$ cat src/rtl/ivr_pkg.sv
package ivr_pkg;
   localparam int VEC_DW    = 8;
   localparam int VEC_BYTES = VEC_DW * 4;
   localparam int DW_IDX_W  = $clog2(VEC_DW);
   localparam int ADDR_W    = 40;
   localparam int PAY_W     = 128;

   typedef logic [VEC_DW-1:0][31:0] vec_t;

   typedef struct packed {
      logic [7:0]       client;
      logic [7:0]       src;
      logic [7:0]       ring;
      logic [3:0]       vmid;
      logic             vmid_src;
      logic [47:0]      ts;
      logic             ts_src;
      logic [15:0]      pasid;
      logic             pasid_src;
      logic [PAY_W-1:0] data;
   } ev_t;

   typedef enum logic [1:0] {ST_IDLE, ST_DATA, ST_WBACK} st_e;
endpackage

$ cat src/rtl/ivr_pack.sv
module ivr_pack
   import ivr_pkg::*;
(
   input  ev_t  ev,
   output vec_t vec
);
   localparam int NPAY = PAY_W / 32;

   assign vec[0] = {ev.vmid_src, 3'b000, ev.vmid, ev.ring, ev.src, ev.client};
   assign vec[1] = ev.ts[31:0];
   assign vec[2] = {ev.ts_src, 15'd0, ev.ts[47:32]};
   assign vec[3] = {ev.pasid_src, 15'd0, ev.pasid};

   for (genvar k = 0; k < NPAY; k++) begin : g_pay
      assign vec[VEC_DW-NPAY+k] = ev.data[32*k +: 32];
   end
endmodule

$ cat src/rtl/ivr_ptrs.sv
module ivr_ptrs #(
   parameter int PTR_W = 18
) (
   input  logic             clk,
   input  logic             rst_n,
   input  logic             ring_en,
   input  logic [4:0]       size_log2,
   input  logic             rptr_wr,
   input  logic [PTR_W-1:0] rptr_wr_data,
   input  logic             db_hit,
   input  logic [PTR_W-1:0] db_data,
   input  logic             adv,
   input  logic             ovf_set,
   input  logic             ovf_clear,
   output logic [PTR_W-1:0] wptr,
   output logic [PTR_W-1:0] rptr,
   output logic             ovf,
   output logic             full
);
   localparam logic [PTR_W-1:0] STEP     = PTR_W'(ivr_pkg::VEC_BYTES);
   localparam logic [PTR_W-1:0] LOW_BITS = PTR_W'(ivr_pkg::VEC_BYTES - 1);

   logic [5:0]       shamt;
   logic [PTR_W-1:0] mask, amask, wnext;

   assign shamt = {1'b0, size_log2} + 6'd2;
   assign mask  = ~({PTR_W{1'b1}} << shamt);
   assign amask = mask & ~LOW_BITS;
   assign wnext = (wptr + STEP) & mask;
   assign full  = (wnext == rptr);

   always_ff @(posedge clk) begin
      if (!rst_n || !ring_en) begin
         wptr <= '0;
         rptr <= '0;
         ovf  <= 1'b0;
      end else begin
         if (adv) wptr <= wnext;
         if (rptr_wr)     rptr <= rptr_wr_data & amask;
         else if (db_hit) rptr <= db_data & amask;
         if (adv && ovf_set) ovf <= 1'b1;
         else if (ovf_clear) ovf <= 1'b0;
      end
   end
endmodule

$ cat src/rtl/ivr_seq.sv
module ivr_seq
   import ivr_pkg::*;
#(
   parameter int PTR_W = 18
) (
   input  logic              clk,
   input  logic              rst_n,
   input  logic              ring_en,
   input  logic              ovf_en,
   input  logic              drain_en,
   input  logic              wb_en,
   input  logic              full,
   input  logic              ev_valid,
   output logic              ev_ready,
   input  vec_t              vec,
   input  logic [31:0]       base,
   input  logic [ADDR_W-1:0] wb_addr,
   input  logic [PTR_W-1:0]  wptr,
   input  logic [31:0]       wptr_word,
   output logic              mem_wr_valid,
   output logic [ADDR_W-1:0] mem_wr_addr,
   output logic [31:0]       mem_wr_data,
   output logic              adv,
   output logic              ovf_set
);
   localparam logic [DW_IDX_W-1:0] LAST = DW_IDX_W'(VEC_DW - 1);

   st_e                st;
   logic [DW_IDX_W-1:0] cnt;
   vec_t               vec_q;
   logic               ovf_pend;
   logic               accept, drop;

   assign ev_ready = (st == ST_IDLE) && ring_en && !(full && !ovf_en && drain_en);
   assign accept   = ev_valid && ev_ready;
   assign drop     = full && !ovf_en;
   assign adv      = (st == ST_DATA) && (cnt == LAST);
   assign ovf_set  = ovf_pend;

   always_ff @(posedge clk) begin
      if (!rst_n || !ring_en) begin
         st       <= ST_IDLE;
         cnt      <= '0;
         vec_q    <= '0;
         ovf_pend <= 1'b0;
      end else begin
         unique case (st)
            ST_IDLE: if (accept && !drop) begin
               st       <= ST_DATA;
               cnt      <= '0;
               vec_q    <= vec;
               ovf_pend <= full;
            end
            ST_DATA: begin
               cnt <= cnt + 1'b1;
               if (cnt == LAST) st <= wb_en ? ST_WBACK : ST_IDLE;
            end
            default: st <= ST_IDLE;
         endcase
      end
   end

   always_comb begin
      mem_wr_valid = 1'b0;
      mem_wr_addr  = '0;
      mem_wr_data  = '0;
      if (st == ST_DATA) begin
         mem_wr_valid = 1'b1;
         mem_wr_addr  = {base, 8'h00} + ADDR_W'(wptr) + ADDR_W'({cnt, 2'b00});
         mem_wr_data  = vec_q[cnt];
      end else if (st == ST_WBACK) begin
         mem_wr_valid = 1'b1;
         mem_wr_addr  = wb_addr;
         mem_wr_data  = wptr_word;
      end
   end
endmodule

$ cat src/rtl/ivr_writer.sv
module ivr_writer
   import ivr_pkg::*;
#(
   parameter int PTR_W = 18,
   parameter int DB_W  = 10
) (
   input  logic              clk,
   input  logic              rst_n,
   input  logic              cfg_ring_en,
   input  logic              cfg_intr_en,
   input  logic              cfg_ovf_en,
   input  logic              cfg_drain_en,
   input  logic              cfg_wb_en,
   input  logic              cfg_db_en,
   input  logic [DB_W-1:0]   cfg_db_offset,
   input  logic [4:0]        cfg_size_log2,
   input  logic [31:0]       cfg_base,
   input  logic [39:0]       cfg_wb_addr,
   input  logic              ovf_clear,
   input  logic              rptr_wr_valid,
   input  logic [PTR_W-1:0]  rptr_wr_data,
   input  logic              db_valid,
   input  logic [DB_W-1:0]   db_offset,
   input  logic [PTR_W-1:0]  db_data,
   input  logic              ev_valid,
   output logic              ev_ready,
   input  logic [7:0]        ev_client,
   input  logic [7:0]        ev_src,
   input  logic [7:0]        ev_ring,
   input  logic [3:0]        ev_vmid,
   input  logic              ev_vmid_src,
   input  logic [47:0]       ev_ts,
   input  logic              ev_ts_src,
   input  logic [15:0]       ev_pasid,
   input  logic              ev_pasid_src,
   input  logic [127:0]      ev_data,
   output logic              mem_wr_valid,
   output logic [39:0]       mem_wr_addr,
   output logic [31:0]       mem_wr_data,
   output logic [31:0]       wptr_out,
   output logic [PTR_W-1:0]  rptr_out,
   output logic              irq
);
   if (PTR_W < 8 || PTR_W > 31) begin : g_bad_ptr_w
      $error("ivr_writer: PTR_W must lie in 8..31");
   end
   if (DB_W < 1) begin : g_bad_db_w
      $error("ivr_writer: DB_W must be at least 1");
   end

   ev_t              ev;
   vec_t             vec;
   logic [PTR_W-1:0] wptr, rptr;
   logic             ovf, ring_full, adv, ovf_set, db_hit;

   assign ev = '{client: ev_client, src: ev_src, ring: ev_ring, vmid: ev_vmid,
                 vmid_src: ev_vmid_src, ts: ev_ts, ts_src: ev_ts_src,
                 pasid: ev_pasid, pasid_src: ev_pasid_src, data: ev_data};

   assign db_hit   = cfg_db_en && db_valid && (db_offset == cfg_db_offset);
   assign wptr_out = {ovf, {(31-PTR_W){1'b0}}, wptr};
   assign rptr_out = rptr;
   assign irq      = cfg_intr_en && ((wptr != rptr) || ovf);

   ivr_pack u_pack (.ev(ev), .vec(vec));

   ivr_ptrs #(.PTR_W(PTR_W)) u_ptrs (
      .clk(clk), .rst_n(rst_n), .ring_en(cfg_ring_en), .size_log2(cfg_size_log2),
      .rptr_wr(rptr_wr_valid), .rptr_wr_data(rptr_wr_data),
      .db_hit(db_hit), .db_data(db_data),
      .adv(adv), .ovf_set(ovf_set), .ovf_clear(ovf_clear),
      .wptr(wptr), .rptr(rptr), .ovf(ovf), .full(ring_full)
   );

   ivr_seq #(.PTR_W(PTR_W)) u_seq (
      .clk(clk), .rst_n(rst_n), .ring_en(cfg_ring_en), .ovf_en(cfg_ovf_en),
      .drain_en(cfg_drain_en), .wb_en(cfg_wb_en), .full(ring_full),
      .ev_valid(ev_valid), .ev_ready(ev_ready), .vec(vec), .base(cfg_base),
      .wb_addr(cfg_wb_addr), .wptr(wptr), .wptr_word(wptr_out),
      .mem_wr_valid(mem_wr_valid), .mem_wr_addr(mem_wr_addr),
      .mem_wr_data(mem_wr_data), .adv(adv), .ovf_set(ovf_set)
   );
endmodule

$ cat config.mk
export PLATFORM = sky130hd
export DESIGN_NAME = ivr_writer
export DESIGN_NICKNAME = d
export VERILOG_FILES = /design/src/rtl/ivr_pkg.sv /design/src/rtl/ivr_pack.sv /design/src/rtl/ivr_ptrs.sv /design/src/rtl/ivr_seq.sv /design/src/rtl/ivr_writer.sv
export SDC_FILE = /design/constraint.sdc
export NUM_CORES = 1
export LEC_CHECK = 0
export ABC_AREA = 1
export BUFFER_PORTS_ARGS = -buffer_cell sky130_fd_sc_hd__buf_4
export CAP_MARGIN = 20
export CORE_MARGIN = 5
export CORE_UTILIZATION = 40
export CTS_CLUSTER_DIAMETER = 40
export DETAILED_ROUTE_END_ITERATION = 10
export PLACE_DENSITY_LB_ADDON = 0.2
export SYNTH_ARGS = -nofsm -noshare
export SYNTH_HDL_FRONTEND = slang
export SYNTH_HIERARCHICAL = 1
export SYNTH_SLANG_ARGS = --single-unit
$ cat constraint.sdc
create_clock -name clk -period 2.8 [get_ports clk]
set_input_delay 0.56 -clock clk [delete_from_list [all_inputs] [get_ports clk]]
set_output_delay 0.56 -clock clk [all_outputs]
set_load 0.01 [all_outputs]
==> flow_metrics.tcl <==
set metrics [dict create \
    row_count 78 \
    cp.required_ps 2240 \
    violations "setup timing" \
    end_kind "primary output" \
    powerDensity_mw_per_mm2 467.9 \
    clockRootBuffer "clkbuf_16" \
    worst_pin_slew_ps 794.4 \
    synthArstFlopShare_pct 0 \
    mostFrequentLayoutCells "644 x nand2_1, 580 x buf_4, 397 x a21oi_1, 275 x dfxtp_1, 259 x inv_1" \
    antenna_left 0 \
    finalCritPeriodShare_pct 113.4 \
    whs_path_depth 3 \
    synth.area.top_cells "dfxtp_1 32%, nand2_1 15%, buf_4 12%" \
    via_per_inst 5.242 \
    yosysTopAreaCellShare_pct 31.91 \
    timing.final.crit_period_ps 3174 \
    synthFlopType "dfxtp_1" \
    ff2ff_path_depth 23 \
    clkLatencyLatePin_ps 590 \
    fin_ws_ps -374.3 \
    numPortBuffers 464 \
    grt_pass1_vias 18520 \
    cts_tree "yes" \
    multiInputGateArea_sq_mm 0.01021 \
    overflow 0 \
    routedWlPerCell_um 20.16 \
    status "finished with violations" \
    yosysSeqAreaShare_pct 31.91 \
    hold_violations 0 \
    rsz0062_at_grt "yes" \
    ctsHoldBuffers 0 \
    num-nets-final 3618 \
    cp-start-kind "flip-flop" \
    initial_utilization_pct 40.55 \
    fillers 4284 \
    worst-setup-path-type "reg2out" \
    grt_start_max_net_pins 135 \
    power.leakage_nw 11.29 \
    avgSynthCellArea_sq_um 6.458 \
    first_pass_iters 5 \
    cp_max_fo 8 \
    syn_area_sq_mm 0.01844 \
    grt_usage_pct 27.69 \
    slew_headroom_pct 47.04 \
    setup_viol 183 \
    synth_cell_types 41 \
    dp_cells 3687 \
    die-height_um 224.7 \
    drtIter0Drc 1981 \
    place_hpwl_mm 53.35 \
    wirelength_mm 78.00 \
    fin_area_sq_mm 0.02627 \
    clock.fmax_mhz 315.0 \
    path_cells "ha_4 > nand2_4 > nor2_4 > nand3_1 > nand2_1 > nand2_2 > nand3b_1 > nand3_1 > nor2_1 > nand2_1 > nor2_2 > nand3_1 > nand3_1 > inv_2 > buf_6 > buf_6" \
    io_pins 493 \
    cts_made_buffers 49 \
    area_delta_synth_final_pct 42.45 \
    vias 20290 \
    antenna_found_initial 11 \
    fin_cells 3870 \
    irDropWorstVdd_uv 476.5 \
    slowest_delay_ps 370 \
    crit_top_cell "nand3_1" \
    die-area_sq_mm 0.05050 \
    synth_top_area_cell "dfxtp_1" \
    die_w_um 224.7 \
    arrival_ps 2610 \
    route.detailed.drc 0 \
    clk_pin_slew_ps 60 \
    synth_edf_count 0 \
    postSynthCellCount 2856 \
    grt_pass1_wl_mm 108.6 \
    drv_cap 0 \
    drive_gt1_share_pct 33.60 \
    gp_congestion 0.9997 \
    yosysWarnings 6 \
    dpl-instance-area_sq_mm 0.02142 \
    skew_ps 29.12 \
    core_sq_mm 0.04548 \
    final_common_cell "nand2_1" \
    ys_ff_latch 294 \
    hp-class "in2reg" \
    critPathSlowestCell "dfxtp_4" \
    max-clock-path-buffers 3 \
    seq_area_sq_mm 0.005937 \
    cts_sinks 294 \
    final-max-slew-violation-count 0 \
    htree_levels 2 \
]
worst max-delay path: cells and delay by family, from the launching register on:
| family | cells | cell delay [ps] |
|---|---|---|
| adders and majority gates | 1 | 170 |
| buffers and inverters | 3 | 270 |
| DFF | 1 | 370 |
| and+or+nand+nor | 12 | 1220 |
worst paths after layout:
| check | from | endpoint | slack, ps |
|---|---|---|---|
| max reg2reg | u_ptrs/wptr[6] | u_seq/st[1] | -80 |
| min reg2reg | u_seq/vec_q[72] | u_seq/vec_q[72] | 450 |
| max | u_ptrs/wptr[6] | ev_ready | -370 |
| min | ev_client[3] | u_seq/vec_q[3] | 220 |
synth_stat cells, types with 2 or more instances:
cell type,instances
nor2_4,3
nand2_1,726
clkbuf_1,79
dfxtp_1,294
ha_1,22
xnor2_1,4
a21oi_1,435
nor2_2,3
inv_2,11
nand3_1,190
nand3b_1,10
buf_1,13
nand4_1,15
or2_1,3
buf_2,38
nor2_1,79
o21ai_0,277
nor3_1,8
nand2_2,10
inv_1,268
nand3_2,5
buf_6,7
o21ai_1,22
a22o_1,8
xor2_1,9
o211ai_1,2
o21bai_1,3
buf_4,297
conb_1,3
through the flow:
step	TNS [ps]	setup WS, ps	utilization (%)	power (mW)	hold slack (ps)
after floorplan	0	109.2	-	5.330	429.3
after global placement	-86810	-402.2	47.09	5.821	436.8
after detailed placement	-99390	-452.6	47.09	5.837	442.0
after CTS	-4218	-365.4	54.36	12.11	205.3
after global routing	-50380	-497.8	57.76	12.67	223.3
final	-8547	-374.3	57.77	12.29	223.5
flip-flops by register name, indices dropped and copies added, names as in the netlist:
signal         count
u_ptrs/ovf         1
u_ptrs/rptr       13
u_ptrs/wptr       18
u_seq/cnt          3
u_seq/ovf_set      1
u_seq/st           2
u_seq/vec_q      256
final cells by class:
class                   count  share of cell area, %
clock buffers              58                  4.986
diodes                      5                0.04763
flip-flops and latches    294                  22.60
repair buffers            694                  25.00
clock inverters            31                  1.457
well taps                 600                  2.858
multi-input cells        1909                  38.87
inverters                 279                  4.186
cell families after synthesis:
family	synth area share (%)
AO/OA/AOI/OAI	20.66
XOR/XNOR	0.6174
adder cells (fa/ha/maj)	1.601
buffers and inverters	21.13
flip-flops	31.91
other	0.06105
AND/OR/NAND/NOR	24.02
power breakdown:
part / switching, mW / total [mW] / internal, mW
registers: 0.0513 / 4.35 / 4.29
clock network: 2.32 / 6.18 / 3.86
logic: 0.907 / 1.77 / 0.859
layer usage:
layer / up-vias / track usage (%) / part of all wire [%]
met2: 986 / 45.49 / 47
met3: 136 / 5.886 / 8.8
met1: 9451 / 36.23 / 40
met5: - / 0 / 0.11
met4: 12 / 9.527 / 3.6
li1: 9701 / - / -
timing repair:
| item | 4_1_cts | 5_1_grt |
|---|---|---|
| pin swaps | 66 | 80 |
| setup endpoints to repair | 256 | 320 |
| gates cloned | 13 | 27 |
| resized for setup | 297 | 225 |
| setup buffers | 27 | 23 |
(Power assumes the default switching activity.)
